File: config.mk
export PLATFORM = sky130hd
export DESIGN_NAME = adc_sar_ctrl
export DESIGN_NICKNAME = d
export VERILOG_FILES = /design/src/rtl/adc_sar_pkg.sv /design/src/rtl/adc_clk_gen.sv /design/src/rtl/adc_sar_engine.sv /design/src/rtl/adc_sar_ctrl.sv
export SDC_FILE = /design/constraint.sdc
export NUM_CORES = 1
export LEC_CHECK = 0
export CORE_UTILIZATION = 50
export DETAILED_ROUTE_END_ITERATION = 10
export PLACE_DENSITY = 0.85
export SLEW_MARGIN = 20
export SYNTH_ARGS = -nofsm -noshare
export SYNTH_HDL_FRONTEND = slang
export SYNTH_SLANG_ARGS = --single-unit
File: constraint.sdc
create_clock -name clk_i -period 6.6 [get_ports clk_i]
set_clock_uncertainty 0.15 [all_clocks]
set_input_delay 0.66 -clock clk_i [delete_from_list [all_inputs] [get_ports clk_i]]
set_output_delay 0.66 -clock clk_i [all_outputs]
set_load 0.005 [all_outputs]
File: src/rtl/adc_sar_pkg.sv
package adc_sar_pkg;
  localparam int RES_W     = 10;
  localparam int REG_W     = 8;
  localparam int CH_W      = 3;
  localparam int CS_W      = 3;
  localparam int MAX_SHIFT = 6;

  typedef struct packed {
    logic            just;
    logic            vref;
    logic            rsv;
    logic [CH_W-1:0] ch;
    logic            go;
    logic            en;
  } ctrl_a_t;

  // {hi, lo}: right-justified zero-extends, left-justified shifts up
  function automatic logic [2*REG_W-1:0] place_result(input logic [RES_W-1:0] r,
                                                      input logic right);
    logic [2*REG_W-1:0] v;
    v = {{(2*REG_W-RES_W){1'b0}}, r};
    return right ? v : (v << (2*REG_W-RES_W));
  endfunction
endpackage

File: src/rtl/adc_clk_gen.sv
module adc_clk_gen #(
  parameter int MAX_SHIFT = 6,
  parameter int CS_W      = 3
) (
  input  logic            clk_i,
  input  logic            rst_ni,
  input  logic            run_i,
  input  logic [CS_W-1:0] sel_i,
  input  logic            rc_clk_i,
  output logic            tick_o
);
  localparam int CNT_W = MAX_SHIFT;

  logic [2:0]       rc_sync_q;
  logic [CNT_W-1:0] cnt_q, lim;
  logic [2:0]       shift;
  logic             use_rc, rc_rise;

  always_ff @(posedge clk_i or negedge rst_ni) begin
    if (!rst_ni) rc_sync_q <= '0;
    else         rc_sync_q <= {rc_sync_q[1:0], rc_clk_i};
  end
  assign rc_rise = rc_sync_q[1] & ~rc_sync_q[2];

  // low two bits pick the octave pair, top bit picks the odd step
  assign use_rc = (sel_i[1:0] == 2'b11);
  assign shift  = 3'd1 + {sel_i[1:0], 1'b0} + {2'b00, sel_i[2]};
  assign lim    = CNT_W'((32'd1 << shift) - 32'd1);

  always_ff @(posedge clk_i or negedge rst_ni) begin
    if (!rst_ni)           cnt_q <= '0;
    else if (!run_i)       cnt_q <= '0;
    else if (cnt_q == lim) cnt_q <= '0;
    else                   cnt_q <= cnt_q + 1'b1;
  end

  assign tick_o = run_i & (use_rc ? rc_rise : (cnt_q == lim));

  p_tick_spaced_r4: assert property (@(posedge clk_i) disable iff (!rst_ni)
    (tick_o && !use_rc) |=> !tick_o);
endmodule

File: src/rtl/adc_sar_engine.sv
module adc_sar_engine #(
  parameter int RES_W = 10
) (
  input  logic             clk_i,
  input  logic             rst_ni,
  input  logic             start_i,
  input  logic             abort_i,
  input  logic             tick_i,
  input  logic             comp_i,
  output logic             busy_o,
  output logic             done_o,
  output logic [RES_W-1:0] dac_code_o,
  output logic [RES_W-1:0] result_o
);
  localparam int PER_W = $clog2(RES_W + 1);

  logic [PER_W-1:0] per_q;
  logic [RES_W-1:0] sar_q, result_q, trial_bit, trial;
  logic             busy_q, done_q;

  // period 0 holds; period k tests bit RES_W-k
  assign trial_bit = (busy_q && per_q != '0) ? (RES_W'(1) << (RES_W - int'(per_q))) : '0;
  assign trial     = sar_q | trial_bit;

  always_ff @(posedge clk_i or negedge rst_ni) begin
    if (!rst_ni) begin
      per_q    <= '0;
      sar_q    <= '0;
      result_q <= '0;
      busy_q   <= 1'b0;
      done_q   <= 1'b0;
    end else begin
      done_q <= 1'b0;
      if (start_i) begin
        busy_q <= 1'b1;
        per_q  <= '0;
        sar_q  <= '0;
      end else if (busy_q && abort_i) begin
        busy_q <= 1'b0;
      end else if (busy_q && tick_i) begin
        if (per_q != '0 && comp_i) sar_q <= trial;
        if (per_q == PER_W'(RES_W)) begin
          busy_q   <= 1'b0;
          done_q   <= 1'b1;
          result_q <= comp_i ? trial : sar_q;
        end else begin
          per_q <= per_q + 1'b1;
        end
      end
    end
  end

  assign busy_o     = busy_q;
  assign done_o     = done_q;
  assign dac_code_o = busy_q ? trial : '0;
  assign result_o   = result_q;

  p_done_pulse_r13: assert property (@(posedge clk_i) disable iff (!rst_ni)
    done_q |=> !done_q);
  p_done_after_busy_r13: assert property (@(posedge clk_i) disable iff (!rst_ni)
    done_q |-> (!busy_q && $past(busy_q)));
  p_result_on_done_r10: assert property (@(posedge clk_i) disable iff (!rst_ni)
    !$stable(result_q) |-> done_q);
  p_abort_r10: assert property (@(posedge clk_i) disable iff (!rst_ni)
    (busy_q && abort_i && !start_i) |=> (!busy_q && !done_q));
  p_frame_bound_r4: assert property (@(posedge clk_i) disable iff (!rst_ni)
    busy_q |-> (per_q <= PER_W'(RES_W)));
endmodule

File: src/rtl/adc_sar_ctrl.sv
module adc_sar_ctrl
  import adc_sar_pkg::*;
(
  input  logic             clk_i,
  input  logic             rst_ni,
  input  logic             rc_clk_i,
  input  logic             wr_en_i,
  input  logic             wr_addr_i,
  input  logic [REG_W-1:0] wr_data_i,
  output logic [REG_W-1:0] ctrl_a_o,
  output logic [REG_W-1:0] ctrl_b_o,
  output logic [REG_W-1:0] res_hi_o,
  output logic [REG_W-1:0] res_lo_o,
  output logic             done_o,
  output logic [CH_W-1:0]  mux_sel_o,
  output logic             vref_sel_o,
  output logic [RES_W-1:0] dac_code_o,
  input  logic             comp_i
);
  ctrl_a_t         wa;
  logic            wr_a, wr_b, start_req, abort_req, busy, tick;
  logic            en_q, ref_q, just_q;
  logic [CH_W-1:0] ch_q, conv_ch_q;
  logic [CS_W-1:0] cs_q, conv_cs_q;
  logic [RES_W-1:0] result;

  assign wa        = ctrl_a_t'(wr_data_i);
  assign wr_a      = wr_en_i && !wr_addr_i;
  assign wr_b      = wr_en_i &&  wr_addr_i;
  assign start_req = wr_a && wa.en && wa.go && !busy;
  assign abort_req = wr_a && busy && !(wa.en && wa.go);

  always_ff @(posedge clk_i or negedge rst_ni) begin
    if (!rst_ni) begin
      en_q <= 1'b0; ref_q <= 1'b0; just_q <= 1'b0;
      ch_q <= '0; cs_q <= '0; conv_ch_q <= '0; conv_cs_q <= '0;
    end else begin
      if (wr_a) begin
        en_q   <= wa.en;
        ref_q  <= wa.vref;
        just_q <= wa.just;
        ch_q   <= wa.ch;
      end
      if (wr_b) cs_q <= wr_data_i[4+CS_W-1:4];
      if (start_req) begin
        conv_ch_q <= wa.ch;
        conv_cs_q <= cs_q;
      end
    end
  end

  adc_clk_gen #(.MAX_SHIFT(MAX_SHIFT), .CS_W(CS_W)) u_clk_gen (
    .clk_i, .rst_ni, .run_i(busy), .sel_i(conv_cs_q), .rc_clk_i, .tick_o(tick)
  );

  adc_sar_engine #(.RES_W(RES_W)) u_engine (
    .clk_i, .rst_ni, .start_i(start_req), .abort_i(abort_req), .tick_i(tick),
    .comp_i, .busy_o(busy), .done_o, .dac_code_o, .result_o(result)
  );

  assign {res_hi_o, res_lo_o} = place_result(result, just_q);
  assign ctrl_a_o   = {just_q, ref_q, 1'b0, ch_q, busy, en_q};
  assign ctrl_b_o   = {1'b0, cs_q, 4'b0000};
  assign mux_sel_o  = conv_ch_q;
  assign vref_sel_o = ref_q;

  p_start_gated_r3: assert property (@(posedge clk_i) disable iff (!rst_ni)
    (wr_a && !wa.en && !busy) |=> !busy);
  p_chan_latched_r11: assert property (@(posedge clk_i) disable iff (!rst_ni)
    (busy && $past(busy)) |-> $stable(mux_sel_o));
  p_start_busy_r2: assert property (@(posedge clk_i) disable iff (!rst_ni)
    start_req |=> ctrl_a_o[1]);
endmodule

# Word level (Yosys, flattened, before mapping)
# Cells that the tools add are included.
# classes
div	0
shift	2
addsub	6
mul	0
n_eq_ne	5
order_cmp	0
reduce_logical	24
mux	23
bitwise	6
# op_table
op	n
2-to-1 mux 10 bit	7
<< shifter 1 x 32 -> 10 bit, first input constant	1
2-to-1 mux 16 bit	1
2-to-1 mux 4 bit	4
logical AND 1 bit	12
2-to-1 mux 6 bit	2
bitwise OR 10 bit	1
2-to-1 mux 1 bit	9
adder 6 x 1 -> 6 bit, second input constant	1
equality test 6 bit	1
AND reduction 3 bit	2
nonzero test 3 bit	2
<< shifter 1 x 3 -> 6 bit, first input constant	1
subtractor 6 x 1 -> 6 bit, second input constant	1
subtractor 4 x 4 -> 5 bit, first input constant	1
adder 4 x 1 -> 4 bit, second input constant	1
equality test 4 bit, second input constant	1
!= test 2 bit, second input constant	2
AND reduction 4 bit	1
nonzero test 2 bit	2
nonzero test 4 bit	1
adder 1 x 3 -> 3 bit, first input constant	1
adder 3 x 1 -> 3 bit	1
zero test 1 bit	3
other kinds (4)	7
# totals
romBits	0
register_bits	50
mem_bits_rw	0
elab_cells	80
latch_bits	0
mem_count	0
inputBits	14

# Depth between registers and ports, before layout
# Gate-level depths: netlist of the first run.
# logic_depth
word_depth	11
mapped_depth	11
ltp_nobuf	9

# Modules after synthesis
# From an unflattened synthesis of the first run, not the netlist that was laid out.
# hier_totals
cells_unflattened	277
hier_area_um2	2844.0
# by_module_without_submodules
module	area_each_um2	cells_per_inst	instances
adc_sar_engine	1441.4	150	1
adc_sar_ctrl	803.3	65	1
adc_clk_gen	599.3	62	1

# Least setup slack after synthesis of the first run
# No wires, ideal clock.
# synth_timing
path_type	reg-to-reg
from	register conv_cs_q[2]
to	register u_engine.result_q[6], in the netlist u_engine.result_o[6]
path_slack_ps	3521
required_time_ps	6325
path_stages_with_launch	11
arrival_ps	2804
setup_time_ps	125
cell_sequence	dfrtp_1 -> buf_6 -> or3_1 -> ha_1 -> xnor2_1 -> or4_4 -> and2_4 -> a221oi_4 -> nand3_2 -> buf_6 -> mux2_4
# synth_via
elab_chain_cells	8
# synth_lines
item	line_no	source
start, declared	adc_sar_ctrl.sv:24	logic [CS_W-1:0] cs_q, conv_cs_q;
start signal, assigned	adc_sar_ctrl.sv:47	conv_cs_q <= cs_q;
adder 3 x 1 -> 3 bit	adc_clk_gen.sv:27	assign shift = 3'd1 + {sel_i[1:0], 1'b0} + {2'b00, sel_i[2]};
<< shifter 1 x 3 -> 6 bit	adc_clk_gen.sv:28	assign lim = CNT_W'((32'd1 << shift) - 32'd1);
subtractor 6 x 1 -> 6 bit	adc_clk_gen.sv:28	
equality test 6 bit	adc_clk_gen.sv:37	assign tick_o = run_i & (use_rc ? rc_rise : (cnt_q == lim));
2-to-1 mux 1 bit	adc_clk_gen.sv:37	
bitwise AND 1 bit	adc_clk_gen.sv:37	
logical AND 1 bit	adc_sar_engine.sv:40	end else if (busy_q && tick_i) begin
AND reduction 4 bit (no line)	-	
end signal, assigned	adc_sar_engine.sv:45	result_q <= comp_i ? trial : sar_q;
end, declared	adc_sar_engine.sv:18	logic [RES_W-1:0] sar_q, result_q, trial_bit, trial;
# No other way between the ends.
# A chain may end at the register's enable or synchronous reset.

# Worst setup path in the final report of the first run
# layout_timing
from	register u_engine.per_q[0]
to	output port dac_code_o[7]
# layout_via
elab_chain_cells	5
elab_cells_between_ends	7
cone_classes	add/sub: 1; shift: 1; mux: 2; bitwise: 1; reduce/logical: 2
# layout_lines
item	line_no	source
start, declared	adc_sar_engine.sv:17	logic [PER_W-1:0] per_q;
start signal, assigned	adc_sar_engine.sv:47	per_q <= per_q + 1'b1;
subtractor 4 x 4 -> 5 bit / nonzero test 4 bit (equally long branches)	adc_sar_engine.sv:22	assign trial_bit = (busy_q && per_q != '0) ? (RES_W'(1) << (RES_W - int'(per_q))) : '0;
<< shifter 1 x 32 -> 10 bit / logical AND 1 bit (equally long branches)	adc_sar_engine.sv:22	
2-to-1 mux 10 bit *	adc_sar_engine.sv:22	
bitwise OR 10 bit *	adc_sar_engine.sv:23	assign trial = sar_q | trial_bit;
2-to-1 mux 10 bit *	adc_sar_engine.sv:55	assign dac_code_o = busy_q ? trial : '0;
end, declared	adc_sar_ctrl.sv:17	output logic [RES_W-1:0] dac_code_o,
# Mark *: on every way between the ends. The rest lies on a longest branch, timed or not.

==> results of run 1 <==
[cell usage after synthesis, drive strengths merged (4+ instances only)]
| library cell | n |
|---|---|
| a32o | 9 |
| and3 | 7 |
| nor2 | 14 |
| clkbuf | 11 |
| inv | 13 |
| nor2b | 14 |
| nor3 | 4 |
| a21oi | 17 |
| and2 | 9 |
| ha | 5 |
| mux2 | 6 |
| nand2b | 5 |
| mux2i | 11 |
| xnor2 | 4 |
| o21ai | 7 |
| nand2 | 51 |
| buf | 16 |
| nand3 | 6 |
| dfrtp | 50 |
[through the flow]
step | hold slack (ns) | total power, W | area, um^2
2_1_floorplan | 0.181 | 0.000797 | 2920
3_3_place_gp | 0.182 | 0.000909 | 3370
3_5_place_dp | 0.196 | 0.000930 | 3370
4_1_cts | 0.216 | 0.00111 | 3460
5_1_grt | 0.236 | 0.00118 | 3460
6_report | 0.209 | 0.00111 | 3460
[power groups by stage]
stage,combinational (W),sequential (W),clock (W)
detailed placement,0.000475,0.000455,0
floorplan,0.000394,0.000403,0
global placement,0.000460,0.000449,0
CTS,0.000480,0.000449,0.000185
finish,0.000478,0.000450,0.000183
global route,0.000524,0.000461,0.000196
[logic make-up after synthesis]
kind of cell,Yosys count,share of synthesized area (%)
DFF,50,43.1
muxes,17,6.37
adders and majority gates,5,2.15
other,1,0.129
buffers and inverters,41,8.27
AOI/OAI and AO/OA,58,16.0
xor gates and xnor gates,7,2.11
and+or+nand+nor,123,21.9
[state kept, by name (all words and copies together) (netlist names)]
| register | cells |
|---|---|
| conv_cs_q | 3 |
| just_q | 1 |
| u_engine.per_q | 4 |
| mux_sel_o | 3 |
| u_clk_gen.rc_sync_q | 3 |
| vref_sel_o | 1 |
| u_engine.done_o | 1 |
| cs_q | 3 |
| ch_q | 3 |
| en_q | 1 |
| u_engine.busy_o | 1 |
| u_clk_gen.cnt_q | 6 |
| u_engine.result_o | 10 |
| u_engine.sar_q | 10 |
[worst reg2reg max path: stages, from the launching register on]
cell and delay (ns):
sky130_fd_sc_hd__dfrtp_1 0.52, sky130_fd_sc_hd__or3_1 0.42, sky130_fd_sc_hd__ha_1 0.25, sky130_fd_sc_hd__xnor2_1 0.16
sky130_fd_sc_hd__or4_4 0.49, sky130_fd_sc_hd__and2_4 0.18, sky130_fd_sc_hd__a221oi_4 0.39, sky130_fd_sc_hd__nand3_2 0.37
sky130_fd_sc_hd__mux2_1 0.43
[how the worst max path moves through the flow]
| stage | from | to | cells after the start |
|---|---|---|---|
| 4_1_cts | u_engine.per_q[0]$_DFFE_PN0P_ | dac_code_o[7] | 7 |
| 2_1_floorplan | conv_cs_q[2]$_DFFE_PN0P_ | u_engine.result_o[6]$_DFFE_PN0P_ | 10 |
| 6_report | u_engine.per_q[0]$_DFFE_PN0P_ | dac_code_o[7] | 7 |
| 3_5_place_dp | u_engine.per_q[0]$_DFFE_PN0P_ | dac_code_o[7] | 7 |
| 5_1_grt | u_engine.per_q[0]$_DFFE_PN0P_ | dac_code_o[6] | 7 |
| 3_3_place_gp | u_engine.per_q[0]$_DFFE_PN0P_ | dac_code_o[7] | 7 |
[metal layers]
layer	wire (um)	up-vias	GRT usage [%]
li1	-	1111	-
met1	2680	1108	27.4
met2	3310	54	38.9
met3	241	7	3.95
met4	70	0	6.11
met5	0	-	0
[cell type report]
type	count	share of cell area [%]
Clock inverter	1	0.144
Tap cell	72	2.60
Timing Repair Buffer	56	15.9
Clock buffer	7	2.49
Multi-Input combinational cell	216	41.4
Sequential cell	50	36.1
Inverter	13	1.41
==> results.txt, run 1 <==
The number of diodes came out at 0. The net switching power is between 0.0004 and 0.0005 W. The fraction of registers with async set or reset after synthesis came out at 100%. The cell taking the most area after synthesis is sky130_fd_sc_hd__dfrtp_1. The leakage power summed over all cells is 1.64 nW. The placeable core area came out at 0.00554 mm^2.

The pre-CTS setup slack is between 2 and 3 ns. The number of warnings reported in the yosys synthesis log came out at 0. After filler insertion, the fill cell instance count of the layout stands at between 400 and 500. Input and output buffers added on the ports amount to 54. The worst hold path was traced through 0 stages. On the critical path, the stage with the largest delay is an instance of sky130_fd_sc_hd__a21oi_1. The count of hold-fix buffers inserted at cts is 0. Max-cap violations in this run came to 0. Setup repair after global routing left no endpoint under its margin. The most used flip-flop cell after synthesis is sky130_fd_sc_hd__dfrtp_1. The shortest clock period the worst path allows after layout came out at roughly 4 ns. The cell at the root of the clock tree is sky130_fd_sc_hd__clkbuf_8. The synthesized design devotes to its leading area cell type about 43% of total area. The die width came out at around 80 um.

By startpoint and endpoint, the worst setup path is classified as reg2out. The slew at the pin with the worst max-slew slack is roughly 0.84 ns. At the end of routability-driven placement, the weighted congestion stood at approximately 0.84. The count of distinct cell types in the synthesized netlist is 61. The register clock-pin slew on the reported worst setup and hold paths came out at 0.08 ns. The initial antenna violation count is 0.

Sequential cells account for 40.5% of the total power. The wire length reported by the detailed router came out at between 6000 and 7000 um. The highest clock rate is ~0.24 GHz. The synthesized design contains 50 register bits. The worst-skew pair later-pin latency came out at approximately 0.3 ns. The switching portion of total power came out at 39.6%.

The via count of the first global-routing pass came to between 2000 and 2500. The detailed router's first-iteration violation count is around 150. The total power divided by cell area came out at approximately 320 mW/mm^2. The share of cells above drive strength 1 came out at slightly above 10%. The internal power came out at between 0.0006 and 0.0007 W. The total instance count after detailed placement is between 400 and 500.

The number of setup violations in the final report is 0. The delay contributed by the slowest stage of the critical path came out at ~0.67 ns. Among cell families on the critical path, the largest total delay comes from compound AO/OA/AOI/OAI gates.

The number of hold violations in the final report was 0. The detail-routed via count per cell is roughly 5.5. The number of nets in the layout is 361. The buffer and inverter count on the worst path came out at 2. The worst setup path is launched from a register. Leaving out fill and tap cells, the most frequent cell in the layout is sky130_fd_sc_hd__clkdlybuf4s50_1. The longest clock path from root to sink contains 2 buffers. Pin placement for this block handled 61 I/O pins. The setup slack of the critical path after layout came out at 2.52 ns. The global-route wire length before repair is 10500 um. The filler-free cell count of the finished design came out at between 400 and 500. The average footprint of a synthesized cell is 9.62 um^2.

The data required time of the worst path came out at 5.79 ns. In the final timing run, aggregate negative setup slack is 0 ns. The remaining antenna violation count after routing came out at 0.

Once the clock tree was built, the setup fixing pass inserted 0 buffers. For hold timing, the worst endpoint is u_clk_gen.rc_sync_q[1]$_DFF_PN0_. The worst hold path belongs to the class reg2reg. IR analysis of the VDD net gives a maximum drop of ~0.19 mV. The maximum number of pins on one net before global-route repair came out at a little over 50. TritonCTS built the clock tree. By area the synthesized netlist is led by sky130_fd_sc_hd__dfrtp_1 (43%), sky130_fd_sc_hd__nand2_1 (6.6%), sky130_fd_sc_hd__mux2i_1 (3.8%), sky130_fd_sc_hd__a32o_1 (3.1%), sky130_fd_sc_hd__nor2b_1 (3.0%).

The register-to-register path setup slack came out at ~3.1 ns. The per-cell routed wire length is between 15 and 20 um. The overflow left after global routing is 0.

The starting density of the core came out at roughly 52%. Combinational cells account for approximately 43% of the total power. The final clock period utilization by the worst path is 61.9%. The path depth of the worst reg2reg path came out at 8. The sequential share of the synthesized area is between 40% and 50%. The height of the die came out at 78.2 um.

The sequential cells in the finished layout cover a total of between 0.001 and 0.0015 mm^2. The half-perimeter wire length of the detailed placement result is ~4500 um. The top cell types in the final layout, fill and taps aside, are sky130_fd_sc_hd__clkdlybuf4s50_1 (53), sky130_fd_sc_hd__nand2_1 (51), sky130_fd_sc_hd__dfrtp_1 (50). The post-cts sizing count is 0. The detailed-route DRC error count came out at 0.

The global-route usage over all layers came out at approximately 22%. The critical path goes through inv_1, ha_1, or4b_2, a21oi_1, a21oi_1, nor2b_1, clkdlybuf4s50_1. The relative max-transition margin is between 40 and 50%.

The startpoint of the worst register-to-register path is conv_cs_q[2]$_DFFE_PN0P_. The utilization after layout came out at 62.5%. The number of detailed-route iterations in the first pass is 4.

The share of total power in the clock network is 16.5%. The origin of the worst min-delay path is u_clk_gen.rc_sync_q[0]$_DFF_PN0_. The routed layout has 2280 vias. The worst setup path is captured at an output pin. The multi-input gate area in the final layout came out at ~0.0014 mm^2.

The number of pins exceeding their max-slew limit in the final report came to 0. The TritonCTS buffer count came out at 5. The flow ran to the end, and the final reports show no timing, DRC or antenna violations. In this design, the critical path's most frequently occurring cell is sky130_fd_sc_hd__a21oi_1.

The data arrival at the endpoint of the critical path came out at approximately 3.3 ns. The synthesized instance count came out at 302. Of all nets on the critical path, the largest fanout is 12. The capture point of the worst reg-to-reg path is u_engine.result_o[4]$_DFFE_PN0P_. The number of enable flip-flop cells after synthesis is 0. The total clock sinks is 50.

The H-tree level count is 2. The full die area is between 0.006 and 0.007 mm^2. The layout overhead on the synthesized area is 19.3%. Row generation in the floorplan step produced 27 rows.

The area of the mapped netlist came out at 0.00291 mm^2.
Power figures use the tool's default switching activity.
==> inputs of run 2 (changes only) <==
--- a/config.mk
+++ b/config.mk
@@ -5,9 +5,9 @@
 export SDC_FILE = /design/constraint.sdc
 export NUM_CORES = 1
 export LEC_CHECK = 0
-export CORE_UTILIZATION = 50
+export CORE_UTILIZATION = 46
 export DETAILED_ROUTE_END_ITERATION = 10
-export PLACE_DENSITY = 0.85
+export PLACE_DENSITY = 0.83
 export SLEW_MARGIN = 20
 export SYNTH_ARGS = -nofsm -noshare
 export SYNTH_HDL_FRONTEND = slang
==> constraint.sdc (replaced) <==
create_clock -name clk_i -period 3.5 [get_ports clk_i]
set_clock_uncertainty 0.15 [all_clocks]
set_input_delay 0.35 -clock clk_i [delete_from_list [all_inputs] [get_ports clk_i]]
set_output_delay 0.35 -clock clk_i [all_outputs]
set_load 0.005 [all_outputs]
==> run 2 against run 1 <==
Compared with the run above: flip-flop and latch count stayed put; clock power is 120% higher; utilization is 3.0 points lower; critical path depth is 1 higher; non-clock buffer count is 9 higher; die area is 8.5% higher; wire length is 2.8% lower; critical endpoint is now dac_code_o[4]; largest power group unchanged.
==> results.txt, run 2 (synthesis results as in run 1) <==
The run finished with clean final reports. The detailed router's first-iteration violation count is 155 (+6.2%). The total clock sinks came out at 50 (unchanged). The register clock-pin slew on the reported worst setup and hold paths came to 0.08 ns (about the same).

The slew at the pin with the worst max-slew slack came out at 0.734 ns (-0.108 ns). The number of pins exceeding their max-slew limit in the final report came out at 0 (unchanged). The detail-routed via count per cell is 5.44 (-1.0%). The cell depth of the worst min-delay path is 0 (unchanged). The number of hold violations in the final report is 0 (unchanged).

The die width is 81.5 um (+4.1%). The overall power of the completed layout came out at 0.00220 W (+98%). The overflow left after global routing is 0 (unchanged). On the critical path, the stage with the largest delay is an instance of sky130_fd_sc_hd__or4b_2. Traced cell by cell, the critical path runs through inv_1, ha_1, or4b_2, a21oi_1, buf_4, a21oi_1, nor2b_1, clkdlybuf4s50_1. The sum of negative setup slack came out at 0 ns (unchanged). The global-route wire length before repair came to 10000 um (-4.3%). The register-to-register path setup slack is 0.26 ns (-2.86 ns). The tree is rooted in a sky130_fd_sc_hd__clkbuf_8. STA classifies the critical path startpoint as a register.

The class of the most critical setup path is reg2out. In the layout the commonest cells are sky130_fd_sc_hd__clkdlybuf4s50_1 (53), sky130_fd_sc_hd__nand2_1 (51), sky130_fd_sc_hd__dfrtp_1 (49). The top fanout value on the critical path is 12 (unchanged).

The via count of the first global-routing pass is 2133 (-4.9%). The count of maximum capacitance violations came out at 0 (unchanged). The starting density of the core was 48.5% (-3.9 points).

The total power divided by cell area came out at 617 mW/mm^2 (+93%). The number of buffers added on ports came out at 54 (unchanged). The height of the die is 81.5 um (+4.1%). The shortest clock period the worst path allows after layout is roughly 3.3 ns. The detailed-route DRC error count came out at 0 (unchanged).

The placer congestion estimate is 0.808 (-4.2%). The area growth from synthesis to layout is 22.8%. The data arrival at the endpoint of the critical path is 2.83 ns (-0.44 ns). The data required time of the worst path is 3.00 ns (-2.79 ns). For hold timing, the worst endpoint is u_clk_gen.rc_sync_q[1]$_DFF_PN0_. The final clock period utilization by the worst path came out at ~95%. The placeable core area is 0.00599 mm^2 (+8.1%).

The number of nets in the layout came out at 370 (+2.5%). The utilization after layout came out at 59.6% (-3.0 points). The CTS tree is built. The worst-skew pair later-pin latency was 0.30 ns (about the same).

The number of detailed-route iterations in the first pass came to 4 (unchanged). The TritonCTS buffer count is 5 (unchanged). The startpoint of the worst register-to-register path is conv_cs_q[2]$_DFFE_PN0P_.

The buffer and inverter count on the worst path is 3 (+1). The maximum number of pins on one net before global-route repair was 28 (-45%). The initial antenna violation count is 0 (unchanged). Setup repair after global routing left no endpoint under its margin.

The final hold slack came to 0.212 ns (+0.00295 ns). The wire length reported by the detailed router is 6130 um (-2.8%). The leakage power summed over all cells is 1.69 nW (+2.9%). The global-route usage over all layers is 20.1% (-1.9 points). STA classifies the critical path endpoint as an output pin. The maximum clock path buffer count is 2 (unchanged). The commonest non-fill, non-tap cell in the layout is sky130_fd_sc_hd__clkdlybuf4s50_1. The share of cells above drive strength 1 is 13.1% (+2.9 points). The kind of cell with the highest combined delay along the critical path is buffers and inverters.

The number of setup violations in the final report was 0 (unchanged). The relative max-transition margin came to 50.5% (+6.5 points). The H-tree level count came out at 2 (unchanged). The half-perimeter wire length of the detailed placement result is 4470 um (-1.3%). The delay contributed by the slowest stage of the critical path was 0.63 ns (-0.04 ns). The full die area is 0.00664 mm^2 (+8.5%).

The worst hold path begins at u_clk_gen.rc_sync_q[0]$_DFF_PN0_. The I/O pin count came to 61 (unchanged). The path depth of the worst reg2reg path came out at 8 (unchanged).

The total number of vias came out at 2322 (+1.8%). The worst voltage drop across the vdd grid came out at 0.400 mV (+110%). The total number of placement rows came out at 28 (+3.7%). By instance count, the cell type seen most on the critical path is sky130_fd_sc_hd__a21oi_1. The number of diodes is 0 (unchanged).

The remaining antenna violation count after routing is 0 (unchanged). In this run the worst hold path is classified as reg2reg. In this run the critical register-to-register path is captured at u_engine.sar_q[6]$_DFFE_PN0P_.

The highest clock rate is approximately 0.3 GHz. The per-cell routed wire length came out at 14.3 um (-5.5%).
run 2: layout make-up:
type                            instances  area, um^2
Clock inverter                          2        37.5
Timing Repair Buffer                   65         621
Fill cell                             482        2420
Clock buffer                            6        72.6
Inverter                               13        48.8
Tap cell                               75        93.8
Sequential cell                        50        1250
Multi-Input combinational cell        216        1440
run 2: timing repair:
item	CTS	global route
buffers inserted	0	1
hold endpoints to repair	23	0
resized for setup	0	3
hold buffers	1	0
endpoints found under the setup margin	0	6
run 2: per-stage QoR:
step                worst slack (ns)  cells  cell area [um^2]
finish                         0.171    427              3570
CTS                           0.0886    426              3550
global placement               0.400    417              3430
global route                 0.00810    427              3570
detailed placement             0.301    417              3430
floorplan                      0.421    307              2920
run 2: power by group:
part           internal [W]  switching (W)
clock              0.000213       0.000186
sequential         0.000675       0.000139
combinational      0.000471       0.000518
total               0.00136       0.000844
run 2: worst max path at each step:
| stage | startpoint | cells after the start | to |
|---|---|---|---|
| after floorplan | conv_cs_q[2]$_DFFE_PN0P_ | 10 | u_engine.result_o[6]$_DFFE_PN0P_ |
| after global placement | conv_cs_q[2]$_DFFE_PN0P_ | 7 | u_engine.sar_q[5]$_DFFE_PN0P_ |
| after detailed placement | conv_cs_q[2]$_DFFE_PN0P_ | 8 | u_engine.sar_q[6]$_DFFE_PN0P_ |
| after CTS | u_engine.per_q[0]$_DFFE_PN0P_ | 8 | dac_code_o[4] |
| after global routing | conv_cs_q[2]$_DFFE_PN0P_ | 8 | u_engine.sar_q[6]$_DFFE_PN0P_ |
| final | u_engine.per_q[0]$_DFFE_PN0P_ | 8 | dac_code_o[4] |
run 2: layer usage:
layer | wire length, um | track usage, %
met2 | 3160 | 32.6
met5 | 0 | 0
met4 | 72 | 7.50
met3 | 190 | 2.67
met1 | 2710 | 27.4
run 2: worst reg2reg max path, delay by kind of cell (launching register included):
kind            cells  cell delay [ns]
simple gates        1             0.42
compound gates      5             1.68
xor+xnor            1             0.13
fa+ha+maj           1             0.29
flops               1             0.51
==> inputs of run 3 (changes only) <==
--- a/config.mk
+++ b/config.mk
@@ -5,6 +5,7 @@
 export SDC_FILE = /design/constraint.sdc
 export NUM_CORES = 1
 export LEC_CHECK = 0
+export CORE_ASPECT_RATIO = 0.75
 export CORE_UTILIZATION = 46
 export DETAILED_ROUTE_END_ITERATION = 10
 export PLACE_DENSITY = 0.83
==> run 3 against run 2 <==
Compared with the run above: critical path type unchanged; critical path depth unchanged; hold slack improved by 0.013 ns; total power decreased by 0.26%; largest cell class unchanged; register-to-register slack got worse by 0.02 ns; wire length grew 10%; first-iteration DRC count shrank 13%; highest routed layer unchanged.
==> results.txt, run 3 (synthesis results as in run 1) <==
The shortest clock period the worst path allows after layout came to 3.41 ns (+0.0862 ns). The placer congestion estimate is 0.852 (+5.5%). The path depth of the worst reg2reg path is 9 (+1). The global-route wire length before repair is 11200 um (+11%). The sequential share of power came to 37.4% (+0.4 points). The number of diodes came out at 0 (unchanged). The data required time of the worst path came out at 3.00 ns (about the same). The number of pins exceeding their max-slew limit in the final report is 0 (unchanged). The worst voltage drop across the vdd grid is 0.368 mV (-8.1%).

The slew at the pin with the worst max-slew slack was 0.827 ns (+0.0932 ns). The initial antenna violation count is 0 (unchanged). The half-perimeter wire length of the detailed placement result came to 4880 um (+9.1%).

The height of the die is 70.8 um (-13%). The per-cell routed wire length was 15.9 um (+11%). STA classifies the critical path startpoint as a register. The detail-routed via count per cell was 5.54 (+2.0%).

The highest clock rate was 0.293 GHz (-2.5%). The count of maximum capacitance violations is 0 (unchanged). The via count of the first global-routing pass is 2259 (+5.9%). The pre-CTS setup slack is 0.310 ns (+0.00912 ns).

Leaving out fill and tap cells, the most frequent cell in the layout is sky130_fd_sc_hd__clkdlybuf4s50_1. The library cells used most frequently in the layout, excluding fill and tap cells, are sky130_fd_sc_hd__clkdlybuf4s50_1 (53), sky130_fd_sc_hd__nand2_1 (51), sky130_fd_sc_hd__dfrtp_1 (49). From synthesis to final layout, the design area changed by 21.7%. The cell depth of the worst min-delay path is 0 (unchanged). The maximum clock path buffer count was 2 (unchanged). The internal power is 0.00134 W (-1.3%).

The number of hold violations in the final report came out at 0 (unchanged). The global-route usage over all layers is 21.9% (+1.8 points). The total number of vias is 2362 (+1.7%). The maximum number of pins on one net before global-route repair is 51 (+82%).

The starting density of the core came to 48.9% (+0.37 points). The share of total power in the clock network came to 18.4% (+0.3 points). In this run the clock root is driven by a sky130_fd_sc_hd__clkbuf_8. The final clock period utilization by the worst path came out at 97.6% (+2.5 points). Setup repair after global routing left no endpoint under its margin. The top fanout value on the critical path is 8 (-4). The classification of the worst-slack hold path is reg2reg.

The data arrival at the endpoint of the critical path is 2.91 ns (+0.08 ns). The die width came to 93.8 um (+15%). The detailed router's first-iteration violation count is 135 (-13%). The full die area is 0.00664 mm^2 (about the same). The H-tree level count is 2 (unchanged). The relative max-transition margin came to 44.2% (-6.3 points). The number of nets in the layout is 366 (-1.1%). The number of detailed-route iterations in the first pass is 4 (unchanged). The total number of placement rows is 24 (-14%). The number of buffers added on ports is 54 (unchanged).

The I/O pin count was 61 (unchanged). The TritonCTS buffer count came out at 5 (unchanged). The sum of negative setup slack is 0 ns (unchanged).

The final hold slack came out at 0.225 ns (+0.0129 ns). The register clock-pin slew on the reported worst setup and hold paths was 0.09 ns (about the same). The filler cell count came out at 517 (+7.3%). The total instance count after detailed placement came out at 417 (unchanged). The detailed-route DRC error count is 0 (unchanged). The class of the most critical setup path is reg2out. The total power divided by cell area is 622 mW/mm^2 (+0.66%). The overall power of the completed layout is 0.00220 W (-0.26%).

The number of setup violations in the final report came out at 0 (unchanged). The leakage power summed over all cells came out at 1.67 nW (-1.1%). The switching portion of total power is 38.9% (+0.61 points).

The power share of the combinational group is 44.2% (-0.7 points). The placeable core area came to 0.00595 mm^2 (-0.75%). The worst-skew pair later-pin latency is 0.31 ns (about the same).

The CTS tree is built. The filler-free cell count of the finished design is 426 (-0.23%). The flow ran to the end, and the final reports show no timing, DRC or antenna violations. The total clock sinks is 50 (unchanged). The net switching power came out at 0.000855 W (+1.3%). The remaining antenna violation count after routing came out at 0 (unchanged). The overflow left after global routing was 0 (unchanged). STA classifies the critical path endpoint as an output pin. The share of cells above drive strength 1 came out at 11.5% (-1.6 points). The wire length reported by the detailed router came out at 6770 um (+10%). The setup slack of the critical path after layout came out at 0.0853 ns (-0.0862 ns).
[run 3: cell count changes in the layout (fill, tap and decap cells not counted)]
cell,previous run,this run
sky130_fd_sc_hd__nor3_2,2,1
sky130_fd_sc_hd__clkinvlp_4,1,0
sky130_fd_sc_hd__clkbuf_1,1,2
sky130_fd_sc_hd__nor3_1,2,3
sky130_fd_sc_hd__buf_4,10,7
sky130_fd_sc_hd__buf_2,1,0
[run 3: through the flow]
step / util, % / area [um^2]
2_1_floorplan: - / 2920
3_3_place_gp: 57.4 / 3410
3_5_place_dp: 57.4 / 3410
4_1_cts: 59.2 / 3520
5_1_grt: 59.5 / 3540
6_report: 59.5 / 3540
[run 3: power by group through the flow]
| stage | registers (W) | clock network [W] | logic (W) |
|---|---|---|---|
| 2_1_floorplan | 0.000759 | 0 | 0.000743 |
| 3_3_place_gp | 0.000818 | 0 | 0.000923 |
| 3_5_place_dp | 0.000827 | 0 | 0.000948 |
| 4_1_cts | 0.000819 | 0.000411 | 0.000956 |
| 5_1_grt | 0.000842 | 0.000431 | 0.00106 |
| 6_report | 0.000822 | 0.000403 | 0.000972 |
[run 3: worst paths after layout]
kind                                                        from                               end  slack (ns)
worst max-delay path               u_engine.per_q[0]$_DFFE_PN0P_                     dac_code_o[9]        0.09
worst min-delay path            u_clk_gen.rc_sync_q[0]$_DFF_PN0_  u_clk_gen.rc_sync_q[1]$_DFF_PN0_        0.23
worst max register to register          conv_cs_q[2]$_DFFE_PN0P_  u_engine.result_o[2]$_DFFE_PN0P_        0.24
worst min register to register  u_clk_gen.rc_sync_q[0]$_DFF_PN0_  u_clk_gen.rc_sync_q[1]$_DFF_PN0_        0.23
max in group asynchronous                                 rst_ni     u_engine.per_q[0]$_DFFE_PN0P_        2.28
min in group asynchronous                                 rst_ni          mux_sel_o[2]$_DFFE_PN0P_        0.45
[run 3: layout make-up]
type / count / area (um^2) / share of cell area [%]
Inverter: 13 / 48.8 / 1.38
Clock inverter: 1 / 30.0 / 0.849
Tap cell: 78 / 97.6 / 2.76
Sequential cell: 50 / 1250 / 35.4
Clock buffer: 7 / 76.3 / 2.16
Multi-Input combinational cell: 216 / 1440 / 40.7
Timing Repair Buffer: 61 / 593 / 16.8
[run 3: critical path: stages, from the launching register on]
cell and delay, ns:
sky130_fd_sc_hd__dfrtp_2 0.43, sky130_fd_sc_hd__inv_1 0.14, sky130_fd_sc_hd__ha_1 0.28, sky130_fd_sc_hd__nor2_1 0.14
sky130_fd_sc_hd__mux2i_1 0.08, sky130_fd_sc_hd__or3b_2 0.52, sky130_fd_sc_hd__nor3_1 0.34, sky130_fd_sc_hd__o21a_1 0.17
sky130_fd_sc_hd__clkdlybuf4s50_1 0.51
[run 3: routing by layer]
layer  vias up  GRT usage (%)  wire [um]
met3        12           3.66        379
met4         0           8.38        128
met2        84           32.1       3020
met5         -              0          0
met1      1158           32.3       3240
li1       1108              -          -
[run 3: repair_timing]
item | in CTS | in global routing
hold buffers | 0 | 1
gates resized for setup | 0 | 2
setup buffers | 0 | 0
setup endpoints to repair | 0 | 6
hold endpoints to repair | 0 | 50
